[config.mk]
export PLATFORM = sky130hd
export DESIGN_NAME = tpen_gen
export DESIGN_NICKNAME = d
export VERILOG_FILES = /design/src/rtl/tpen_pkg.sv /design/src/rtl/tpen_lfsr.sv /design/src/rtl/tpen_bias_or.sv /design/src/rtl/tpen_gen.sv
export SDC_FILE = /design/constraint.sdc
export NUM_CORES = 1
export LEC_CHECK = 0
export BUFFER_PORTS_ARGS = -buffer_cell sky130_fd_sc_hd__buf_2
export CORE_UTILIZATION = 35
export CTS_BUF_LIST = sky130_fd_sc_hd__clkbuf_8
export CTS_CLUSTER_SIZE = 14
export DETAILED_ROUTE_END_ITERATION = 16
export MAX_ROUTING_LAYER = met4
export SLEW_MARGIN = 25
export SYNTH_ARGS = -nofsm -noshare
export SYNTH_HDL_FRONTEND = slang
export SYNTH_SLANG_ARGS = --single-unit
[constraint.sdc]
create_clock -name clk -period 2.8 [get_ports clk]
set_input_delay 0.42 -clock clk [delete_from_list [all_inputs] [get_ports clk]]
set_output_delay 0.42 -clock clk [all_outputs]
set_load 0.02 [all_outputs]
[src/rtl/tpen_pkg.sv]
package tpen_pkg;

    localparam int LFSR_W  = 16;
    localparam int KMAX    = 8;
    localparam int K_W     = $clog2(KMAX + 1);
    localparam int TAP_STRIDE = LFSR_W / KMAX;

    typedef logic [LFSR_W-1:0] lfsr_t;
    typedef logic [K_W-1:0]    ksel_t;

    // feedback taps for x^16 + x^14 + x^13 + x^11 + 1 (state bits 15,13,12,10)
    localparam lfsr_t FB_MASK = 16'hB400;
    localparam lfsr_t SEED    = 16'hACE1;

    typedef struct packed {
        logic  step;
        ksel_t k_eff;
    } tpen_ctl_t;

    function automatic lfsr_t lfsr_adv(input lfsr_t s);
        return {s[LFSR_W-2:0], ^(s & FB_MASK)};
    endfunction

    function automatic int tap_pos(input int idx);
        return idx * TAP_STRIDE;
    endfunction

    function automatic ksel_t clamp_k(input ksel_t k);
        if (k == '0)
            return ksel_t'(1);
        else if (int'(k) > KMAX)
            return ksel_t'(KMAX);
        else
            return k;
    endfunction

endpackage

[src/rtl/tpen_lfsr.sv]
module tpen_lfsr
    import tpen_pkg::*;
#(
    parameter lfsr_t INIT = SEED
) (
    input  logic  clk,
    input  logic  rst,
    input  logic  step,
    output lfsr_t state_q,
    output lfsr_t state_nxt
);

    assign state_nxt = lfsr_adv(state_q);

    always_ff @(posedge clk) begin
        if (rst)
            state_q <= INIT;
        else if (step)
            state_q <= state_nxt;
    end


    lfsr_hold_chk: assert property (@(posedge clk) disable iff (rst)
        !step |=> $stable(state_q));


    lfsr_nonzero_chk: assert property (@(posedge clk) disable iff (rst)
        state_q != '0);

endmodule

[src/rtl/tpen_bias_or.sv]
module tpen_bias_or
    import tpen_pkg::*;
(
    input  logic  clk,
    input  logic  rst,
    input  ksel_t k_raw,
    input  lfsr_t state,
    output logic  or_bit
);

    ksel_t k_eff;
    lfsr_t sel_mask;

    assign k_eff = clamp_k(k_raw);

    genvar gi;
    generate
        for (gi = 0; gi < LFSR_W; gi++) begin : g_mask
            if ((gi % TAP_STRIDE) == 0 && (gi / TAP_STRIDE) < KMAX) begin : g_tap
                assign sel_mask[gi] = (int'(k_eff) > (gi / TAP_STRIDE));
            end else begin : g_off
                assign sel_mask[gi] = 1'b0;
            end
        end
    endgenerate

    assign or_bit = |(state & sel_mask);


    mask_width_chk: assert property (@(posedge clk) disable iff (rst)
        $countones(sel_mask) == int'(k_eff));


    tap_zero_chk: assert property (@(posedge clk) disable iff (rst)
        sel_mask[tap_pos(0)] == 1'b1);

endmodule

[src/rtl/tpen_gen.sv]
module tpen_gen
    import tpen_pkg::*;
(
    input  logic       clk,
    input  logic       rst,
    input  logic       bist_mode,
    input  logic       pat_strobe,
    input  logic [3:0] k_sel,
    output logic       tp_enable
);

    tpen_ctl_t ctl;
    lfsr_t     lfsr_q;
    lfsr_t     lfsr_nxt;
    logic      or_bit;
    logic      en_q;

    assign ctl.step  = bist_mode & pat_strobe;
    assign ctl.k_eff = ksel_t'(k_sel);

    tpen_lfsr #(.INIT(SEED)) u_lfsr (
        .clk       (clk),
        .rst       (rst),
        .step      (ctl.step),
        .state_q   (lfsr_q),
        .state_nxt (lfsr_nxt)
    );

    tpen_bias_or u_bias (
        .clk    (clk),
        .rst    (rst),
        .k_raw  (ctl.k_eff),
        .state  (lfsr_nxt),
        .or_bit (or_bit)
    );

    always_ff @(posedge clk) begin
        if (rst)
            en_q <= 1'b0;
        else if (ctl.step)
            en_q <= or_bit;
    end

    assign tp_enable = en_q & bist_mode;


    en_hold_chk: assert property (@(posedge clk) disable iff (rst)
        !ctl.step |=> $stable(en_q));


    en_zero_tap_chk: assert property (@(posedge clk) disable iff (rst)
        ($past(ctl.step) && !$past(rst) && !en_q) |-> (lfsr_q[0] == 1'b0));

endmodule

==> results of run 1 <==
==> placed cells by master, fill, tap and decap left out <==
master	Yosys	layout
o32ai_1	1	1
nor3_1	4	4
o22ai_1	1	1
nor4_1	3	3
inv_1	0	1
buf_2	2	8
clkbuf_8	0	3
xor2_1	1	1
a21oi_1	9	9
xnor2_1	2	2
nor2_1	4	4
nand2_1	31	31
a211oi_1	1	1
and2_1	2	2
o21bai_1	1	1
dfxtp_1	17	17
nand3b_1	7	7
==> power by group through the flow <==
stage / sequential, uW / clock (uW) / combinational [uW]
4_1_cts: 266 / 180 / 53.3
5_1_grt: 267 / 189 / 60.0
3_3_place_gp: 271 / 0 / 52.2
2_1_floorplan: 269 / 0 / 38.9
3_5_place_dp: 271 / 0 / 53.0
6_report: 266 / 172 / 52.7
==> stage by stage <==
step           cell area, sq um  util (%)  worst slack [ns]  instances  total power [uW]
4_1_cts                   793.3     44.03             1.529        121             499.5
5_1_grt                   793.3     44.03             1.498        121             516.7
3_5_place_dp              748.2     41.53             1.364        117             324.2
6_report                  793.3     44.03             1.543        121             491.0
3_3_place_gp              748.2     41.53             1.412        117             323.6
2_1_floorplan             694.4         -             1.624         88             307.6
==> final timing paths <==
path / from / end / slack (ns)
worst max-delay path: en_q / tp_enable / 1.54
worst min-delay path: u_lfsr.state_q[0] / u_lfsr.state_q[1] / 0.45
worst max register to register: u_lfsr.state_q[5] / en_q / 1.61
worst min register to register: u_lfsr.state_q[0] / u_lfsr.state_q[1] / 0.45
==> logic make-up (layout without fill, tap and decap cells) <==
| logic type | Yosys count | in the layout | share of synthesized area (%) |
|---|---|---|---|
| compound gates | 13 | 13 | 10.81 |
| simple gates | 51 | 51 | 33.87 |
| flops | 17 | 17 | 49.01 |
| buf+inv | 4 | 12 | 2.523 |
| xor+xnor | 3 | 3 | 3.784 |
==> registers in the layout, indices dropped and copies added, names as in the netlist <==
signal and count:
en_q 1, u_lfsr.state_q 16
==> layout make-up <==
class	count	area, sq um
Fill cell	199	1008
Sequential cell	17	340.3
Multi-Input combinational cell	67	336.6
Clock buffer	3	41.29
Timing Repair Buffer	8	40.04
Tap cell	25	31.28
Clock inverter	1	3.754
==> worst max-delay path, stage by stage, from the launching register on <==
cell and delay [ns]:
dfxtp_1 0.33, and2_1 0.11, buf_2 0.15
==> layer usage <==
| layer | global-route usage (%) | up-vias |
|---|---|---|
| met4 | 5.294 | 0 |
| met5 | - | - |
| met1 | 18.66 | 272 |
| li1 | - | 313 |
| met2 | 23.06 | 2 |
| met3 | 7.059 | 2 |
==> flow_metrics.tcl, run 1 <==
set metrics [dict create \
    hold_buffers 0 \
    drt-pass1-iter-count 4 \
    whs_path_depth 2 \
    antenna_found_initial 0 \
    internal-power_uw 375.5 \
    tns_ns 0 \
    totalWireLength_mm 1.274 \
    synth_cells 88 \
    synth.most_common_cell "nand2_1" \
    slew_violations 0 \
    clk_latency_ns 0.25 \
    yosysUniqueCellTypes 16 \
    async_reset_ff_share_pct 0 \
    gp_congestion 0.7332 \
    end_kind "primary output" \
    die-area_sq_um 2166 \
    cts_htree_levels 1 \
    vias 589 \
    met3_wirelength_um 21 \
    final_hold_viol_count 0 \
    clkPwrFrac_pct 35.1 \
    p_per_area_nw_per_um2 618.9 \
    yosys.area.top_type_share_pct 49.01 \
    grt_pass1_vias 526 \
    cts_setup_buffers 0 \
    initial_core_util_pct 38.54 \
    clk_pin_slew_ns 0.06 \
    synthTopCellsByCount "nand2_1, dfxtp_1, a21oi_1, nand3b_1" \
    switchingPower_uw 115.5 \
    synth-main-ff-cell "dfxtp_1" \
    grt_pass1_wl_mm 2.263 \
    hpwl_um 871.1 \
    cts_buffers 3 \
    io_buffers 8 \
    ant_nets 0 \
    cp.arrival_ns 0.84 \
    drive_gt1_share_pct 11.46 \
    fin_crit_ns 1.257 \
    combPwrFrac_pct 10.7 \
    area_delta_synth_final_pct 14.23 \
    sw_frac_of_total_pct 23.52 \
    drtIter0Drc 5 \
    slew_headroom_pct 60.05 \
    synth.area.top_cells "dfxtp_1, nand2_1, nand3b_1" \
    post-synth-top-area-cell "dfxtp_1" \
    diodes 0 \
    syn_nets 96 \
    p_leak_uw 0.0003186 \
    met2_length_um 567 \
    critPathKind "flip-flop to primary output" \
    fmax_mhz 795.3 \
    cts.sinks 17 \
    clock_skew_ns 0.002949 \
    hold_path.class "flip-flop to flip-flop" \
    worst_slew_pin_slew_ns 0.5992 \
    outcome "finished clean" \
    wire_per_inst_um 10.53 \
    rsz0062_at_grt "no" \
    synth.avg_cell_area_sq_um 7.891 \
    synth_edf_count 0 \
    die-height_um 46.54 \
    nets 105 \
    startpoint_type "flip-flop" \
    die_w_um 46.54 \
    max_cap_viol_count 0 \
    holdWs_ns 0.4523 \
    overflow 0 \
    routed.top_layer "met4" \
    groute.usage.overall_pct 15.63 \
    std_cell_rows 15 \
    clk_path_buf_depth 2 \
    grt_start_max_net_pins 18 \
    reg2reg_depth 4 \
    path_max_fanout 2 \
    cts_root_buffer "clkbuf_8" \
    boundaryPins 9 \
    vias_per_cell 4.868 \
    setup_viol 0 \
    vdd_drop_max_uv 375.5 \
    cts_resized 0 \
    netlist_area_sq_um 694.4 \
    cts_tree "yes" \
    cp_data_required_time_ns 2.38 \
    wl_met1_um 674 \
    yosysSeqAreaShare_pct 49.01 \
    seqPwrFrac_pct 54.2 \
    ys_ff_latch 17 \
    drc 0 \
    yosys_warnings 0 \
    core_sq_um 1802 \
    period_share_pct 44.90 \
]
Note: power is estimated with default switching activity, not from simulation.
==> inputs of run 2 (changes only) <==
ABC_AREA = 1   (was unset)
clock period = 1.1 ns   (was 2.8 ns; I/O delays follow)
==> flow_metrics.tcl, run 2 <==
set metrics [dict create \
    largest_reg_flops 16 \
    seqPwrFrac_pct 51.1 \
    switchingPower_uw 359.1 \
    cts.sinks 17 \
    overflow 0 \
    p_leak_uw 0.0004493 \
    fmax_mhz 992.7 \
    std_cell_rows 16 \
    path_buf_inv 2 \
    critPathSlowestCell "dfxtp_2" \
    diodes 0 \
    critPathKind "flip-flop to flip-flop" \
    synth-main-ff-cell "dfxtp_1" \
    power.total_uw 1343 \
    vdd_drop_max_uv 761.6 \
    tns_ns 0 \
    totalWireLength_mm 1.431 \
    cts_root_buffer "clkbuf_8" \
    io_buffers 8 \
    post-route-cell-area_sq_um 902.1 \
    drc 0 \
    synth_cells 108 \
    drive_gt1_share_pct 28.33 \
    startpoint_type "flip-flop" \
    hold_path.class "input port to flip-flop" \
    top_register "u_lfsr.state_q" \
    synth.area.top_cells "dfxtp_1, nand2_1, o21ai_0" \
    grt_pass1_vias 621 \
    drtIter0Drc 11 \
    post-synth-top-area-cell "dfxtp_1" \
    final_hold_viol_count 0 \
    clk_latency_ns 0.26 \
    path_cells "inv_2 -> nand2_2 -> nand2_1 -> nand2_1 -> nand3_2 -> nor2_2 -> nand3_1 -> nand2_1 -> inv_1" \
    mostFrequentLayoutCell "nand2_1" \
    drt-pass1-iter-count 4 \
    clk_path_buf_depth 2 \
    die-area_sq_um 2382 \
    holdWs_ns 0.1477 \
    p_per_area_nw_per_um2 1489 \
    grt_start_max_net_pins 18 \
    groute.usage.overall_pct 14.54 \
    cp_data_required_time_ns 1.26 \
    area_delta_synth_final_pct 17.62 \
    yosysUniqueCellTypes 17 \
    initial_core_util_pct 38.31 \
    combPwrFrac_pct 13.6 \
    async_reset_ff_share_pct 0 \
    wire_per_inst_um 9.735 \
    cpPeakStageDelay_ns 0.36 \
    multiInputGateArea_sq_um 346.6 \
    cts_setup_buffers 0 \
    internal-power_uw 983.8 \
    path_max_fanout 3 \
    synth_edf_count 0 \
    cts_htree_levels 1 \
    register_area_sq_um 345.3 \
    top_regs "u_lfsr.state_q: 16 flops, en_q: 1 flops" \
    ant_nets 0 \
    hpwl_mm 1.019 \
    outcome "finished clean" \
    clkPwrFrac_pct 35.3 \
    period_share_pct 91.57 \
    hold_buffers 0 \
    end_kind "flip-flop" \
    grt_pass1_wl_mm 2.525 \
    sw_frac_of_total_pct 26.74 \
    gp_congestion 0.8640 \
    syn_nets 116 \
    cts_tree "yes" \
    yosys_warnings 0 \
    layout_common_cells "nand2_1, dfxtp_1, inv_1, o21ai_0" \
    ys_ff_latch 17 \
    vias_per_cell 4.531 \
    vias 666 \
    yosys.area.top_type_share_pct 44.37 \
    slew_headroom_pct 86.83 \
    cts_buffers 3 \
    die_w_um 48.81 \
    antenna_found_initial 0 \
    setup_viol 0 \
    worst_slew_pin_slew_ns 0.1955 \
    synth.avg_cell_area_sq_um 7.102 \
    clk_pin_slew_ns 0.07 \
    core_sq_um 2002 \
    cts_resized 0 \
    reg2reg_slack_ns 0.09 \
    cp.arrival_ns 1.17 \
    yosysSeqAreaShare_pct 44.37 \
    die-height_um 48.81 \
    slew_violations 0 \
    synthTopCellsByCount "nand2_1, dfxtp_1, inv_1, o21ai_0, a21oi_1" \
    clock_skew_ns 0.005643 \
    boundaryPins 9 \
    synth.most_common_cell "nand2_1" \
    fin_crit_ns 1.007 \
    fillers 211 \
    max_cap_viol_count 0 \
    crit_top_cell "nand2_1" \
    crit_family "simple AND/OR/NAND/NOR gates" \
    placed_cell_area_sq_um 845.8 \
    nets 129 \
    netlist_area_sq_um 767.0 \
]
==> run 2: layout make-up <==
cell class,count,area share (%)
Sequential cell,17,38.28
Clock inverter,1,0.5548
Multi-Input combinational cell,72,38.42
Timing Repair Buffer,11,6.935
Tap cell,27,3.745
Inverter,16,7.490
Clock buffer,3,4.577
==> run 2: logic make-up (layout without fill, tap and decap cells) <==
kind of cell | count (synthesis) | in the layout | synth area share, %
AOI/OAI and AO/OA | 24 | 24 | 17.29
buffers and inverters | 19 | 31 | 11.09
and+or+nand+nor | 48 | 48 | 27.24
DFF | 17 | 17 | 44.37
==> run 2: tightest hold or removal path, cell delays in order <==
cell	delay, ns
buf_2	0.08
nor2_1	0.04
nand2_1	0.05
inv_1	0.03
==> run 2: path summary, 6_finish.rpt <==
check                                        start                end  cells past startpoint
worst max-delay path            u_lfsr.state_q[10]               en_q                      9
worst min-delay path                           rst               en_q                      4
worst max register to register  u_lfsr.state_q[10]               en_q                      9
worst min register to register   u_lfsr.state_q[4]  u_lfsr.state_q[5]                      2
==> run 2: power groups by stage <==
stage	Sequential, uW	Clock (uW)	Combinational, uW
3_5_place_dp	694	0	179
6_report	686	475	182
2_1_floorplan	690	0	133
5_1_grt	691	515	214
4_1_cts	681	489	181
3_3_place_gp	695	0	179
==> run 2: per-stage QoR <==
stage               util, %  instances  setup WS (ns)
CTS                   44.56        147        0.04241
finish                45.06        147        0.09269
detailed placement    42.25        143        0.04890
global placement      42.25        143        0.06979
global route          45.06        147      -0.009175
floorplan                 -        108         0.1448
==> run 2: layer usage <==
metal / part of all wire, % / track usage, % / vias up
met5: 0 / - / -
met4: 3.1 / 10.29 / 0
met3: 2.5 / 2.804 / 5
met2: 40 / 20.60 / 8
met1: 54 / 18.45 / 288
li1: - / - / 365
